**src/rtl/uart_flag_pkg.sv**
```systemverilog
// Package: bit positions of the status word, shared by the controller,
// the checker and anyone decoding the word. Assumes a 16-bit status word.
package uart_flag_pkg;
    localparam int STAT_W     = 16;
    localparam int B_RX_FULL  = 15;
    localparam int B_RX_ERR   = 14;
    localparam int B_RX_PAR   = 13;
    localparam int B_TX_EMPTY = 12;
    localparam int B_RX_IE    = 11;
    localparam int B_TX_IE    = 10;
    localparam int B_RX_BUSY  = 9;
    localparam int B_TX_BUSY  = 8;
endpackage

```
**src/rtl/uart_rx_flags.sv**
```systemverilog
// Receive-side flags and received-data register.
// Decides per completed frame whether to load, report overrun, or drop.
// Assumes single-cycle strobes; set events win over clears in the same cycle.
module uart_rx_flags #(
    parameter int DW = 8
) (
    input  logic          clk,
    input  logic          rst_n,
    input  logic          start_det,
    input  logic          stop_det,
    input  logic          frame_done,
    input  logic          frame_err,
    input  logic          parity_err,
    input  logic [DW-1:0] shift_data,
    input  logic          rd,
    input  logic          clr,
    output logic [DW-1:0] data,
    output logic          full,
    output logic          err,
    output logic          par,
    output logic          busy
);
    logic full_d, err_d, par_d, load;
    logic clean, blocked, room;

    // Next-state of the receive flags and load decision for this cycle.
    always_comb begin
        clean   = frame_done && !frame_err && !parity_err;
        blocked = (err || par) && !clr;
        room    = !full || rd || clr;
        full_d  = full && !rd && !clr;
        err_d   = err && !clr;
        par_d   = par && !clr;
        load    = 1'b0;
        if (frame_done && frame_err)  err_d = 1'b1;
        if (frame_done && parity_err) par_d = 1'b1;
        if (clean && !blocked) begin
            if (room) begin
                load   = 1'b1;
                full_d = 1'b1;
            end else begin
                err_d  = 1'b1;
            end
        end
    end

    // Register the flags and the received data.
    always_ff @(posedge clk) begin
        if (!rst_n) begin
            full <= 1'b0;
            err  <= 1'b0;
            par  <= 1'b0;
            data <= '0;
        end else begin
            full <= full_d;
            err  <= err_d;
            par  <= par_d;
            if (load) data <= shift_data;
        end
    end

    // Receiver busy: set by start bit, cleared by stop bit.
    always_ff @(posedge clk) begin
        if (!rst_n)         busy <= 1'b0;
        else if (start_det) busy <= 1'b1;
        else if (stop_det)  busy <= 1'b0;
    end
endmodule

```
**src/rtl/uart_tx_flags.sv**
```systemverilog
// Transmit holding register with empty and busy flags.
// Assumes a bus write and a shifter load in the same cycle leave the
// register full (the write is newer).
module uart_tx_flags #(
    parameter int DW = 8
) (
    input  logic          clk,
    input  logic          rst_n,
    input  logic          wr,
    input  logic [DW-1:0] wdata,
    input  logic          load,
    input  logic          done,
    output logic [DW-1:0] hold,
    output logic          empty,
    output logic          busy
);
    // Holding register and empty flag.
    always_ff @(posedge clk) begin
        if (!rst_n) begin
            hold  <= '0;
            empty <= 1'b1;
        end else if (wr) begin
            hold  <= wdata;
            empty <= 1'b0;
        end else if (load) begin
            empty <= 1'b1;
        end
    end

    // Transmitter busy: set by a bus write, cleared by transmit done.
    always_ff @(posedge clk) begin
        if (!rst_n)    busy <= 1'b0;
        else if (wr)   busy <= 1'b1;
        else if (done) busy <= 1'b0;
    end
endmodule

```
**src/rtl/uart_flag_ctrl.sv**
```systemverilog
// Top: UART status word, interrupt enables and level interrupt requests.
// Assumes strobes are one cycle wide and synchronous to clk.
module uart_flag_ctrl
    import uart_flag_pkg::*;
#(
    parameter int DW = 8
) (
    input  logic              clk,
    input  logic              rst_n,
    input  logic              rx_start_det,
    input  logic              rx_stop_det,
    input  logic              rx_frame_done,
    input  logic              rx_frame_err,
    input  logic              rx_parity_err,
    input  logic [DW-1:0]     rx_shift_data,
    input  logic              tx_load,
    input  logic              tx_done,
    input  logic              idr_rd,
    output logic [DW-1:0]     idr_rdata,
    input  logic              odr_wr,
    input  logic [DW-1:0]     odr_wdata,
    output logic [DW-1:0]     tx_hold_data,
    input  logic              stat_wr,
    input  logic [STAT_W-1:0] stat_wdata,
    output logic [STAT_W-1:0] stat_rdata,
    input  logic              rfc_wr,
    input  logic              rfc_wdata,
    output logic              irq_rx,
    output logic              irq_tx
);
    logic rx_full, rx_err, rx_par, rx_busy;
    logic tx_empty, tx_busy;
    logic rx_ie, tx_ie;
    logic rx_clr;
    logic unused_wbits;

    assign rx_clr       = rfc_wr && !rfc_wdata;
    assign unused_wbits = ^{stat_wdata[STAT_W-1:B_RX_IE+1], stat_wdata[B_TX_IE-1:0]};

    uart_rx_flags #(.DW(DW)) u_rx (
        .clk(clk), .rst_n(rst_n),
        .start_det(rx_start_det), .stop_det(rx_stop_det),
        .frame_done(rx_frame_done), .frame_err(rx_frame_err),
        .parity_err(rx_parity_err), .shift_data(rx_shift_data),
        .rd(idr_rd), .clr(rx_clr), .data(idr_rdata),
        .full(rx_full), .err(rx_err), .par(rx_par), .busy(rx_busy)
    );

    uart_tx_flags #(.DW(DW)) u_tx (
        .clk(clk), .rst_n(rst_n),
        .wr(odr_wr), .wdata(odr_wdata), .load(tx_load), .done(tx_done),
        .hold(tx_hold_data), .empty(tx_empty), .busy(tx_busy)
    );

    // Interrupt enable bits, the only writable part of the status word.
    always_ff @(posedge clk) begin
        if (!rst_n) begin
            rx_ie <= 1'b0;
            tx_ie <= 1'b0;
        end else if (stat_wr) begin
            rx_ie <= stat_wdata[B_RX_IE];
            tx_ie <= stat_wdata[B_TX_IE];
        end
    end

    // Assemble the status word from the flag owners.
    always_comb begin
        stat_rdata             = '0;
        stat_rdata[B_RX_FULL]  = rx_full;
        stat_rdata[B_RX_ERR]   = rx_err;
        stat_rdata[B_RX_PAR]   = rx_par;
        stat_rdata[B_TX_EMPTY] = tx_empty;
        stat_rdata[B_RX_IE]    = rx_ie;
        stat_rdata[B_TX_IE]    = tx_ie;
        stat_rdata[B_RX_BUSY]  = rx_busy;
        stat_rdata[B_TX_BUSY]  = tx_busy;
    end

    // Level interrupt requests: flags gated by their enables.
    assign irq_rx = rx_ie && (rx_full || rx_err || rx_par);
    assign irq_tx = tx_ie && tx_empty;
endmodule

```
**config.mk**
```make
export PLATFORM = sky130hd
export DESIGN_NAME = uart_flag_ctrl
export DESIGN_NICKNAME = d
export VERILOG_FILES = /design/src/rtl/uart_flag_pkg.sv /design/src/rtl/uart_rx_flags.sv /design/src/rtl/uart_tx_flags.sv /design/src/rtl/uart_flag_ctrl.sv
export SDC_FILE = /design/constraint.sdc
export NUM_CORES = 1
export LEC_CHECK = 0
export BUFFER_PORTS_ARGS = -buffer_cell sky130_fd_sc_hd__buf_2
export CAP_MARGIN = 10
export CORE_MARGIN = 4
export CORE_UTILIZATION = 37
export CTS_BUF_LIST = sky130_fd_sc_hd__clkbuf_8
export DETAILED_ROUTE_END_ITERATION = 16
export HOLD_SLACK_MARGIN = 0.02
export PLACE_DENSITY = 0.73
export SLEW_MARGIN = 20
export SYNTH_ARGS = -nofsm -noshare
export SYNTH_HDL_FRONTEND = slang
export SYNTH_HIERARCHICAL = 1
export SYNTH_SLANG_ARGS = --single-unit
```
**constraint.sdc**
```tcl
create_clock -name clk -period 1.25 [get_ports clk]
set_input_delay 0.1875 -clock clk [delete_from_list [all_inputs] [get_ports clk]]
set_output_delay 0.1875 -clock clk [all_outputs]
set_load 0.01 [all_outputs]
```
======== Yosys cells after proc, flatten, opt, wreduce, memory -nomap -nowiden ========
Cells that the tools add are included.
word-level totals
  output and inout port bits .............. 34
  input bits .............................. 46
  word-level logic and storage cells ...... 52
  register bits after elaboration ......... 24
operators by class
  muxes and demuxes ....................... 14
  reduce and logical (&&, ||, !) cells .... 28
operators with widths
  cell                count
  1-bit 2-to-1 mux    14
  1-bit logical AND   13
  1-bit zero test     7
  2-bit nonzero test  3
  1-bit logical OR    5

======== Logic depth before layout (Yosys ltp) ========
Gate-level depths: netlist of the first run.
  word-level depth ........................ 7
  depth in mapped cells ................... 5
  depth with buffers taken out ............ 4

======== Modules after synthesis ========
The synthesis of the first run kept the hierarchy.
by module, submodules not included
  module          cells each  times used  sequential area each (um^2)  area an instance (um^2)
  uart_rx_flags   53          1           240.2                        509.2
  uart_tx_flags   31          1           200.2                        364.1
  uart_flag_ctrl  26          1           40.0                         217.7

======== Worst setup path before layout of the first run ========
No wires, ideal clock.
  path type ............................... input -> register
  from .................................... input port rfc_wr
  to ...................................... register u_rx.data[0]
  stages .................................. 5
  setup time .............................. 72 ps
  arrival ................................. 1137 ps
  slack ................................... 41 ps
  path buffers ............................ 1
  data required time ...................... 1178 ps
  cell sequence ........................... nor2b_1 > o21ba_2 > and4bb_2 > buf_6 > mux2i_1
between the ends
  cells in the longest elaborated chain, start to end .. 6
  elaborated cells on any way between the ends .. 8
  those cells by class .................... mux: 2; reduce/logical: 6
RTL lines
  element                line                  source
  start, declared        uart_flag_ctrl.sv:26  input logic rfc_wr,
  1-bit logical AND (*)  uart_flag_ctrl.sv:37  assign rx_clr = rfc_wr && !rfc_wdata;
  1-bit zero test        uart_rx_flags.sv:29   blocked = (err || par) && !clr;
  1-bit logical AND      uart_rx_flags.sv:29
  1-bit zero test        uart_rx_flags.sv:37   if (clean && !blocked) begin
  1-bit logical AND      uart_rx_flags.sv:37
  1-bit 2-to-1 mux (*)   uart_rx_flags.sv:37
  end signal, assigned   uart_rx_flags.sv:58   if (load) data <= shift_data;
  end, declared          uart_rx_flags.sv:17   output logic [DW-1:0] data,
Every way passes the cells marked *; elsewhere a longest branch is shown, timed or not.
A chain may end at the register's enable or synchronous reset.

======== Worst setup path in the final report of the first run ========
  from .................................... register u_rx.par
  to ...................................... register u_rx.data[7]
between the ends
  cells in the longest elaborated chain, start to end .. 5
RTL lines
  element                 line                 source
  start, declared         uart_rx_flags.sv:20  output logic par,
  start signal, assigned  uart_rx_flags.sv:57  par <= par_d;
  1-bit logical OR        uart_rx_flags.sv:29
  1-bit logical AND       uart_rx_flags.sv:29
  1-bit zero test         uart_rx_flags.sv:37
  1-bit logical AND       uart_rx_flags.sv:37
  1-bit 2-to-1 mux        uart_rx_flags.sv:37
No other way between the ends.

==> impl_summary.md, run 1 <==
Status
The flow ran to the end, but the final reports show violations. The final reports fail on negative setup slack.

Cells and area
The utilization after layout is 49.9%. The net count of the finished layout is 210. Across the whole layout, storage elements account for 483 µm². The layout overhead on the synthesized area is 27.3%. The fraction of layout instances using a drive strength above 1 is 43.2%. The final standard cell area without fillers is 1390 µm². The multi-input combinational cells in the finished layout cover a total of 483 µm².

0 antenna diodes ended up in the layout. After the flow finishes, the layout carries non-filler instances totaling 193. The number of fill cells is 277.

STA
The minimum period implied by the final worst setup slack is 1.28 ns. Clock skew on the completed layout was measured at 0.00165 ns. The final count of pins violating max slew is 0. The final number of hold-violating endpoints is 0. The maximum clock rate is 0.784 GHz. Once routing completed, OpenROAD measured the worst setup slack at -0.0256 ns.

The worst hold margin is 0.137 ns. The final number of setup-violating endpoints is 4. The share of the clock period used by the worst path after layout is 102%. Setup repair after global routing could not meet its margin everywhere.

Global routing
Across every metal layer, demand over resource in global routing totals 10.9%. The first global-routing pass estimated 3.62 mm of wire. Entering global routing, the biggest net connects 33 pins.

The number of global-route vias before repair came to 898. For this run the aggregate overflow at the end of global routing stands at 0. The number of antenna violations at the first check in global routing is 0.

Drt
The routed design has 2.23 mm of wire. The first-pass iteration count of the detailed router is 4. In the final routed layout, each cell accounts on average for 11.5 µm. Summing over every cut layer, the via total after detailed routing is 872. The number of antenna-violating nets in the routed design is 0. The detailed router finished its first iteration with 29 violations.

In the routed design, unresolved DRC markers number 0. Using the TritonRoute via totals, the vias-per-cell ratio works out to 4.52.

Placement
The worst slack at placement is -0.206 ns. At the end of routability-driven placement, the weighted congestion stood at 0.708. The port buffer count is 57. The wire-length estimate of the detail-placed layout is 1.78 mm.

The post-detailed-placement cell area is 1330 µm². In this run, placement finished with an instance count of 189.

Die
The count of pins on the block boundary is 80. The overall die width is 62.3 µm. The die covers 3880 µm². The die height is 62.3 µm. The placeable core region is 2780 µm².

The effective utilization at floorplan is 39.2%. The total number of placement rows is 19.

Clocking
The CTS tree is built. In this run the clock root is driven by a clkbuf_8. The clock net in this run drives a total of 24 sinks.

The number of buffers created by CTS is 3. The clock transition at the register clock pins on the worst setup and hold paths after CTS is 0.08 ns. The H-tree depth is 1.

The later pin in the worst-skew pair is clocked with a latency of 0.25 ns. The clock passes through at most 2 buffers.

Min path
The type of the tightest min-delay check is input pin to register. The startpoint identified for the worst hold timing path is rx_start_det.

Yosys
The mean instance size in the synthesized netlist is 9.92 µm². The number of flip-flops and latches in the synthesized netlist is 24. The synthesized netlist cell count is 110. After synthesis the cells add up to 1090 µm². The synthesis warning total is 6. The distinct cell type count after synthesis is 21. The post-synthesis sequential area ratio is 44.0%.

Critical path
The launch point of the worst reg-to-reg path is u_rx/par. The critical path starts at u_rx/par. The endpoint required time on the critical path is 1.43 ns. Of all nets on the critical path, the largest fanout is 8.

STA classifies the critical path endpoint as a register. The worst setup path is launched from a register. At the worst endpoint, the arrival time is 1.46 ns.

The worst setup path category is register to register.

Power
VDD sags by at most 0.629 mV. Dividing total power by cell area gives a power density of 1080 nW/µm². For this design the static power due to leakage is 0.704 nW.

Flow run
Max-cap violations in this run came to 0.
[worst max-delay path: stages, from the launching register on]
cell	delay, ns
dfxtp_2	0.32
o21ba_2	0.22
and4bb_2	0.33
buf_12	0.14
mux2i_1	0.19
[metal layers]
layer	routed length, µm	track usage (%)
met5	0	0
met4	0	1.59
met3	247	4.68
met2	1080	20.7
met1	895	11.0
[final cells by class]
class                           instances  share of cell area [%]
Timing Repair Buffer                   62                    24.4
Inverter                                1                   0.270
Sequential cell                        24                    34.8
Tap cell                               31                    2.79
Multi-Input combinational cell         72                    34.8
Clock buffer                            3                    2.97
[flip-flops by register name, summed over array words and instances, names as in the netlist]
name,count
tx_ie,1
u_rx/busy,1
u_rx/err,1
u_tx/empty,1
u_rx/full,1
u_rx/data,8
u_tx/busy,1
u_rx/par,1
u_tx/hold,8
rx_ie,1
[kinds of logic after synthesis]
group,count (synthesis),share of synthesized area [%]
multiplexers,18,16.5
AND/OR/NAND/NOR,37,18.7
AO/OA/AOI/OAI,9,6.31
buffers and inverters,21,14.1
flip-flops,24,44.0
other,1,0.344
[per-stage QoR]
stage	total power [mW]	TNS, ns
final	1.50	-0.0636
after global routing	1.59	-0.470
after CTS	1.53	-0.0742
after detailed placement	1.09	-1.44
after global placement	1.08	-0.924
after floorplan	1.01	0
[path summary, 6_finish.rpt]
check,endpoint,slack [ns],cells past startpoint
worst max-delay path,u_rx/data[7],-0.03,4
worst min-delay path,u_rx/busy,0.14,2
worst max register to register,u_rx/data[7],-0.03,4
worst min register to register,u_rx/data[3],0.46,2
[synthesized netlist by cell type, drive strengths merged]
master  instances  area (µm²)
a21boi          1        7.51
a22oi           2        15.0
and2            1        6.26
and3b           1        8.76
and4bb          1        12.5
buf            18         143
clkbuf          2        7.51
conb            1        3.75
dfxtp          24         480
inv             1        3.75
mux2i          18         180
nand2          16        60.1
nand4b          1        8.76
nor2            2        7.51
nor2b          14        87.6
nor3b           1        12.5
o21a            3        22.5
o21ai           1        5.00
o21ba           1        10.0
o31a            1        8.76
[cells in the final DEF, fill, tap and decap left out, types with 2 or more instances in the layout]
master / n
buf_2: 57
dfxtp_1: 22
mux2i_1: 18
nand2_1: 16
nor2b_1: 14
conb_1: 8
clkbuf_8: 3
buf_4: 3
o21a_1: 3
nor2_1: 2
a22oi_1: 2
dfxtp_2: 2
[power breakdown]
| group | internal, mW | switching (mW) | leakage, nW |
|---|---|---|---|
| logic | 0.129 | 0.120 | 0.485 |
| registers | 0.804 | 0.0194 | 0.198 |
| clock network | 0.214 | 0.216 | 0.0216 |
[repair_timing]
item                       CTS  global route
hold buffers                 0             0
pin swaps                    1             1
buffers inserted             1             0
gates resized for setup      3             0
setup endpoints to repair    3             9
No activity file was read; power rests on OpenSTA's default activity.
==> run 2: changes to the inputs <==
PLACE_DENSITY = 0.84   (was 0.73)
SKIP_CTS_REPAIR_TIMING = 1   (was not set)
==> impl_summary.md, run 2 (synthesized netlist as in run 1, its figures left out) <==
Status
The flow ran to the end, but the final reports show violations. The checks that failed: negative setup slack.

Power
The power density over the cells is 1230 nW/µm² (+14%). The peak ir drop on the vdd network is 0.741 mV (+18%). The leakage power total is 0.706 nW (+0.28%).

Critical path
The family of cells with the greatest summed delay on the critical path is flip-flops. The worst-path maximum fanout is 3 (-5). The peak per-stage delay on the critical path was 0.33 ns (about the same). The slowest stage cell on the critical path is dfxtp_2. The endpoint class of the critical path is an output pin. The critical path buffer and inverter count was 2 (+1). By startpoint and endpoint, the worst setup path is classified as register to output pin. The endpoint required time on the critical path was 1.06 ns (-0.37 ns). STA classifies the critical path startpoint as a register. The data arrival time of the critical path is 1.11 ns (-0.35 ns). The signal on the critical path passes through buf_6 -> o31a_1 -> buf_2.

Clocking
The maximum clock insertion buffer count is 2 (unchanged). The clock network latency to the later pin of the worst-skew pair is 0.26 ns (about the same). In this run the clock root is driven by a clkbuf_8. The number of buffers created by CTS is 3 (unchanged).

The number of clock sinks seen by CTS is 24 (unchanged). The H-tree depth is 1 (unchanged). The clock transition at the register clock pins on the worst setup and hold paths after CTS is 0.08 ns (about the same).

The CTS tree is built.

Global routing
The first-pass GRT wire length was 3.70 mm (+2.3%). The remaining global-route overflow is 0 (unchanged). The total routing usage reported by global routing came to 11.2% (+0.35 points). The number of antenna violations at the first check in global routing came to 0 (unchanged). The number of global-route vias before repair came to 886 (-1.3%). The maximum number of pins on one net before global-route repair is 33 (unchanged).

Placement
The post-detailed-placement cell area is 1310 µm² (-1.5%). The placed wire-length estimate is 1.63 mm (-8.6%). The port buffer count was 57 (unchanged). The routability-driven placement congestion ratio is 0.736 (+3.9%).

Cells and area
The fraction of layout instances using a drive strength above 1 is 42.9% (-0.35 points). The largest registers in the layout are u_rx/data (8), u_tx/hold (8). Leaving out fill and tap cells, the most frequent cell in the layout is buf_2. The net count of the finished layout is 208 (-0.95%). The total area of multi-input combinational cells is 487 µm² (+0.78%). The utilization after layout is 50.3% (+0.36 points).

Relative to the synthesized area, the layout overhead comes to 28.2%. The total inserted antenna cells is 0 (unchanged). The number of fill cells was 270 (-2.5%). In the layout the commonest cells are buf_2 (57), dfxtp_1 (22), mux2i_1 (18).

The final standard cell area without fillers was 1400 µm² (+0.72%). The total area of sequential cells is 483 µm² (unchanged).

Die
The placeable core region came to 2780 µm² (unchanged). The overall die area is 3880 µm² (unchanged). The effective utilization at floorplan came to 39.2% (unchanged).

The overall die width is 62.3 µm (unchanged). The die height was 62.3 µm (unchanged). The count of pins on the block boundary is 80 (unchanged).

The total number of placement rows is 19 (unchanged).

Min path
The type of the tightest min-delay check is input pin to register.

STA
The final number of setup-violating endpoints was 1 (-3). The minimum period implied by the final worst setup slack came to 1.29 ns (+0.0185 ns). The final count of pins violating max slew was 0 (unchanged). The final number of hold-violating endpoints was 0 (unchanged). Setup repair after global routing could not meet its margin everywhere. The share of the clock period used by the worst path after layout is 104% (+1.5 points). The maximum clock rate is 0.773 GHz (-1.4%). The final setup skew came to 0.00123 ns (-0.000421 ns). The final setup slack of the worst path is -0.0441 ns (-0.0185 ns).

Drt
The detailed-route wire length per cell is 10.8 µm (-6.6%). The initial detailed-routing violation count came to 14 (-52%). The first-pass iteration count of the detailed router was 4 (unchanged). The via count of the routed design was 859 (-1.5%). The total DRC errors in the routed layout is 0 (unchanged). The via-per-instance ratio came to 4.47 (-0.98%). The final routed wirelength across all metal layers is 2.07 mm (-7.0%). The number of antenna-violating nets in the routed design is 0 (unchanged).

Flow run
The count of maximum capacitance violations is 0 (unchanged).
[run 2: final cells by class]
cell class / count / area share [%]
multi-input combinational: 72 / 34.8
clock buffer: 3 / 2.95
clock inverter: 1 / 2.15
tap: 31 / 2.77
inverter: 1 / 0.268
timing repair buffer: 60 / 22.5
sequential: 24 / 34.5
[run 2: per-layer routing]
layer  wire [µm]  global-route usage, %  share of wire, %  vias up
met3         217                   3.78                10        2
met4           9                   3.98              0.43        0
li1            -                      -                 -      438
met1         807                   13.3                39      382
met5           0                      0                 0        -
met2        1040                   18.7                50       37
[run 2: per-stage QoR]
step	hold WS, ns	setup slack [ns]	power, mW	setup TNS, ns	std cells
after global placement	0.401	-0.188	1.07	-1.43	188
after detailed placement	0.401	-0.235	1.08	-1.55	188
after global routing	0.138	-0.0949	1.81	-0.331	192
after CTS	0.125	-0.0844	1.75	-0.454	192
after floorplan	0.264	0.0413	1.01	0	117
final	0.135	-0.0441	1.72	-0.0441	192
[run 2: path summary, 6_finish.rpt]
kind	endpoint	start	depth (start not counted)	slack [ns]
worst min-delay path	u_rx/busy	rx_start_det	2	0.14
worst max register to register	u_rx/data[7]	u_rx/par	3	0
worst max-delay path	irq_rx	u_rx/err	3	-0.04
worst min register to register	u_rx/data[4]	u_rx/data[4]	2	0.46
[run 2: power by group]
group | internal (mW) | leakage, nW | total (mW) | switching [mW]
sequential | 0.804 | 0.198 | 0.823 | 0.0193
combinational | 0.124 | 0.472 | 0.239 | 0.115
clock | 0.427 | 0.0357 | 0.659 | 0.231
==> run 3: changes to the inputs <==
PLACE_DENSITY = 0.74   (was 0.84)
==> impl_summary.md, run 3 (synthesized netlist as in run 1, its figures left out) <==
Critical path
The family of cells with the greatest summed delay on the critical path is flip-flops. The worst-path maximum fanout is 3 (unchanged). Walking the worst path, the cells encountered are buf_6 -> o31a_1 -> buf_2.

The endpoint class of the critical path is an output pin. The largest individual stage delay along the critical path comes from the cell dfxtp_2. The data arrival time of the critical path is 1.10 ns (about the same). The endpoint required time on the critical path is 1.06 ns (about the same). The critical path buffer and inverter count was 2 (unchanged). The critical path is of the register to output pin type. The peak per-stage delay on the critical path is 0.33 ns (about the same). The critical path startpoint category is a register.

Clocking
The clock network latency to the later pin of the worst-skew pair came to 0.26 ns (about the same). The maximum clock insertion buffer count is 2 (unchanged). The number of buffers created by CTS is 3 (unchanged). TritonCTS built the clock tree.

The number of clock sinks seen by CTS is 24 (unchanged). The H-tree depth is 1 (unchanged). The clock transition at the register clock pins on the worst setup and hold paths after CTS was 0.08 ns (about the same). The buffer type at the clock tree root is clkbuf_8.

Drt
The via count of the routed design is 874 (+1.7%). The first-pass iteration count of the detailed router was 3 (-1). The total DRC errors in the routed layout is 0 (unchanged). The number of antenna-violating nets in the routed design is 0 (unchanged). The via-per-instance ratio is 4.51 (+0.70%). The initial detailed-routing violation count is 17 (+3). The final routed wirelength across all metal layers was 2.19 mm (+5.7%). The detailed-route wire length per cell came to 11.3 µm (+4.6%).

Cells and area
In the layout the commonest cells are buf_2 (57), dfxtp_1 (21), mux2i_1 (18). The largest registers in the layout are u_rx/data (8), u_tx/hold (8). The total inserted antenna cells came to 0 (unchanged). The final standard cell area without fillers came to 1430 µm² (+2.2%). The total area of sequential cells is 484 µm² (+0.26%). The fraction of layout instances using a drive strength above 1 is 44.2% (+1.3 points).

The net count of the finished layout was 210 (+0.96%). The final cell count without fillers is 194 (+1.0%). The total area of multi-input combinational cells is 489 µm² (+0.51%). Compared with the post-synthesis result, the final layout area differs by 31.1%. The most common library cell in the layout ignoring fill and taps is buf_2. The number of fill cells came to 276 (+2.2%).

Min path
The type of the tightest min-delay check is input pin to register.

Status
The run finished, with violations left. The final reports fail on negative setup slack.

STA
Setup repair after global routing could not meet its margin everywhere. The maximum clock rate is 0.776 GHz (+0.48%). The final number of setup-violating endpoints came to 4 (+3). The final setup skew is 0.00647 ns (+0.00525 ns). The final count of pins violating max slew is 0 (unchanged). The final number of hold-violating endpoints came to 0 (unchanged). The final setup slack of the worst path is -0.0380 ns (+0.00613 ns). The minimum period implied by the final worst setup slack was 1.29 ns (-0.00613 ns). The worst hold margin is 0.138 ns (+0.00240 ns). The share of the clock period used by the worst path after layout is 103% (-0.49 points).

Power
The power density over the cells came to 1210 nW/µm² (-1.5%). The switching power came to 371 µW (+1.5%). The peak ir drop on the vdd network was 0.688 mV (-7.1%). The part of the power in the clock network is 38.0% (-0.3 points). The relative contribution of combinational cells to total power is 14.5% (+0.6 points). The switching power as a share of total power is 21.4% (+0.16 points). The cell internal power dissipation came to 1.36 mW (+0.54%). The leakage power total is 0.721 nW (+2.1%). The part of the power in registers is 47.5% (-0.3 points).

Placement
The routability-driven placement congestion ratio is 0.696 (-5.4%). The placed wire-length estimate is 1.73 mm (+6.4%). The post-detailed-placement cell area is 1330 µm² (+0.95%). The port buffer count was 57 (unchanged). The placed cell count is 188 (unchanged). The worst slack at placement is -0.172 ns (+0.0623 ns).

Global routing
The number of global-route vias before repair is 861 (-2.8%). The total routing usage reported by global routing was 10.7% (-0.51 points). The number of antenna violations at the first check in global routing is 0 (unchanged). The first-pass GRT wire length is 3.48 mm (-6.0%). The maximum number of pins on one net before global-route repair is 33 (unchanged). The remaining global-route overflow is 0 (unchanged).

Die
The placeable core region came to 2780 µm² (unchanged). The effective utilization at floorplan is 39.2% (unchanged). The die height is 62.3 µm (unchanged). The total number of placement rows came to 19 (unchanged). The overall die area was 3880 µm² (unchanged). The overall die width is 62.3 µm (unchanged).

The count of pins on the block boundary was 80 (unchanged).

Flow run
The count of maximum capacitance violations is 0 (unchanged).
[run 3: cell count changes in the layout (fill, tap and decap cells not counted)]
cell | before | now
nor3b_4 | 0 | 1
and4bb_4 | 1 | 0
dfxtp_2 | 2 | 3
nor3b_2 | 1 | 0
buf_12 | 0 | 1
and4bb_2 | 0 | 1
dfxtp_1 | 22 | 21
buf_4 | 1 | 2
[run 3: final timing paths]
kind	depth (start not counted)	to	startpoint	slack, ns
setup reg to reg	4	u_rx/data[3]	u_rx/par	-0.01
hold / removal	2	u_rx/busy	rx_start_det	0.14
hold reg to reg	2	u_rx/data[2]	u_rx/data[2]	0.46
setup / recovery	3	irq_rx	u_rx/err	-0.04
[run 3: final cells by class]
type | count | area share [%]
clock buffers | 3 | 2.89
flip-flops and latches | 24 | 33.9
repair buffers | 62 | 24.0
well taps | 31 | 2.71
multi-input cells | 72 | 34.2
inverters | 1 | 0.262
clock inverters | 1 | 2.10
[run 3: metal layers]
layer,global-route usage (%),part of all wire (%),vias to the layer above
met3,2.34,6.9,2
met4,6.37,1.6,0
li1,-,-,442
met2,19.7,50,35
met5,0,0,-
met1,10.9,41,395
[run 3: through the flow]
step	power, mW	utilization [%]	setup TNS (ns)
after detailed placement	1.09	47.7	-1.24
final	1.73	51.4	-0.0553
after CTS	1.75	50.2	-0.114
after global placement	1.08	47.7	-0.896
after global routing	1.83	51.4	-0.455
after floorplan	1.01	-	0
[run 3: power by group through the flow]
stage               Combinational, mW  Clock, mW  Sequential (mW)
floorplan                       0.157          0            0.852
global placement                0.238          0            0.837
detailed placement              0.246          0            0.840
CTS                             0.246      0.686            0.822
global route                    0.276      0.721            0.830
finish                          0.251      0.659            0.823
[run 3: worst reg2reg max path, stage by stage, from the launching register on]
cell and delay, ns:
dfxtp_2 0.33, o21ba_2 0.22, and4bb_2 0.32, buf_12 0.14, mux2i_1 0.19
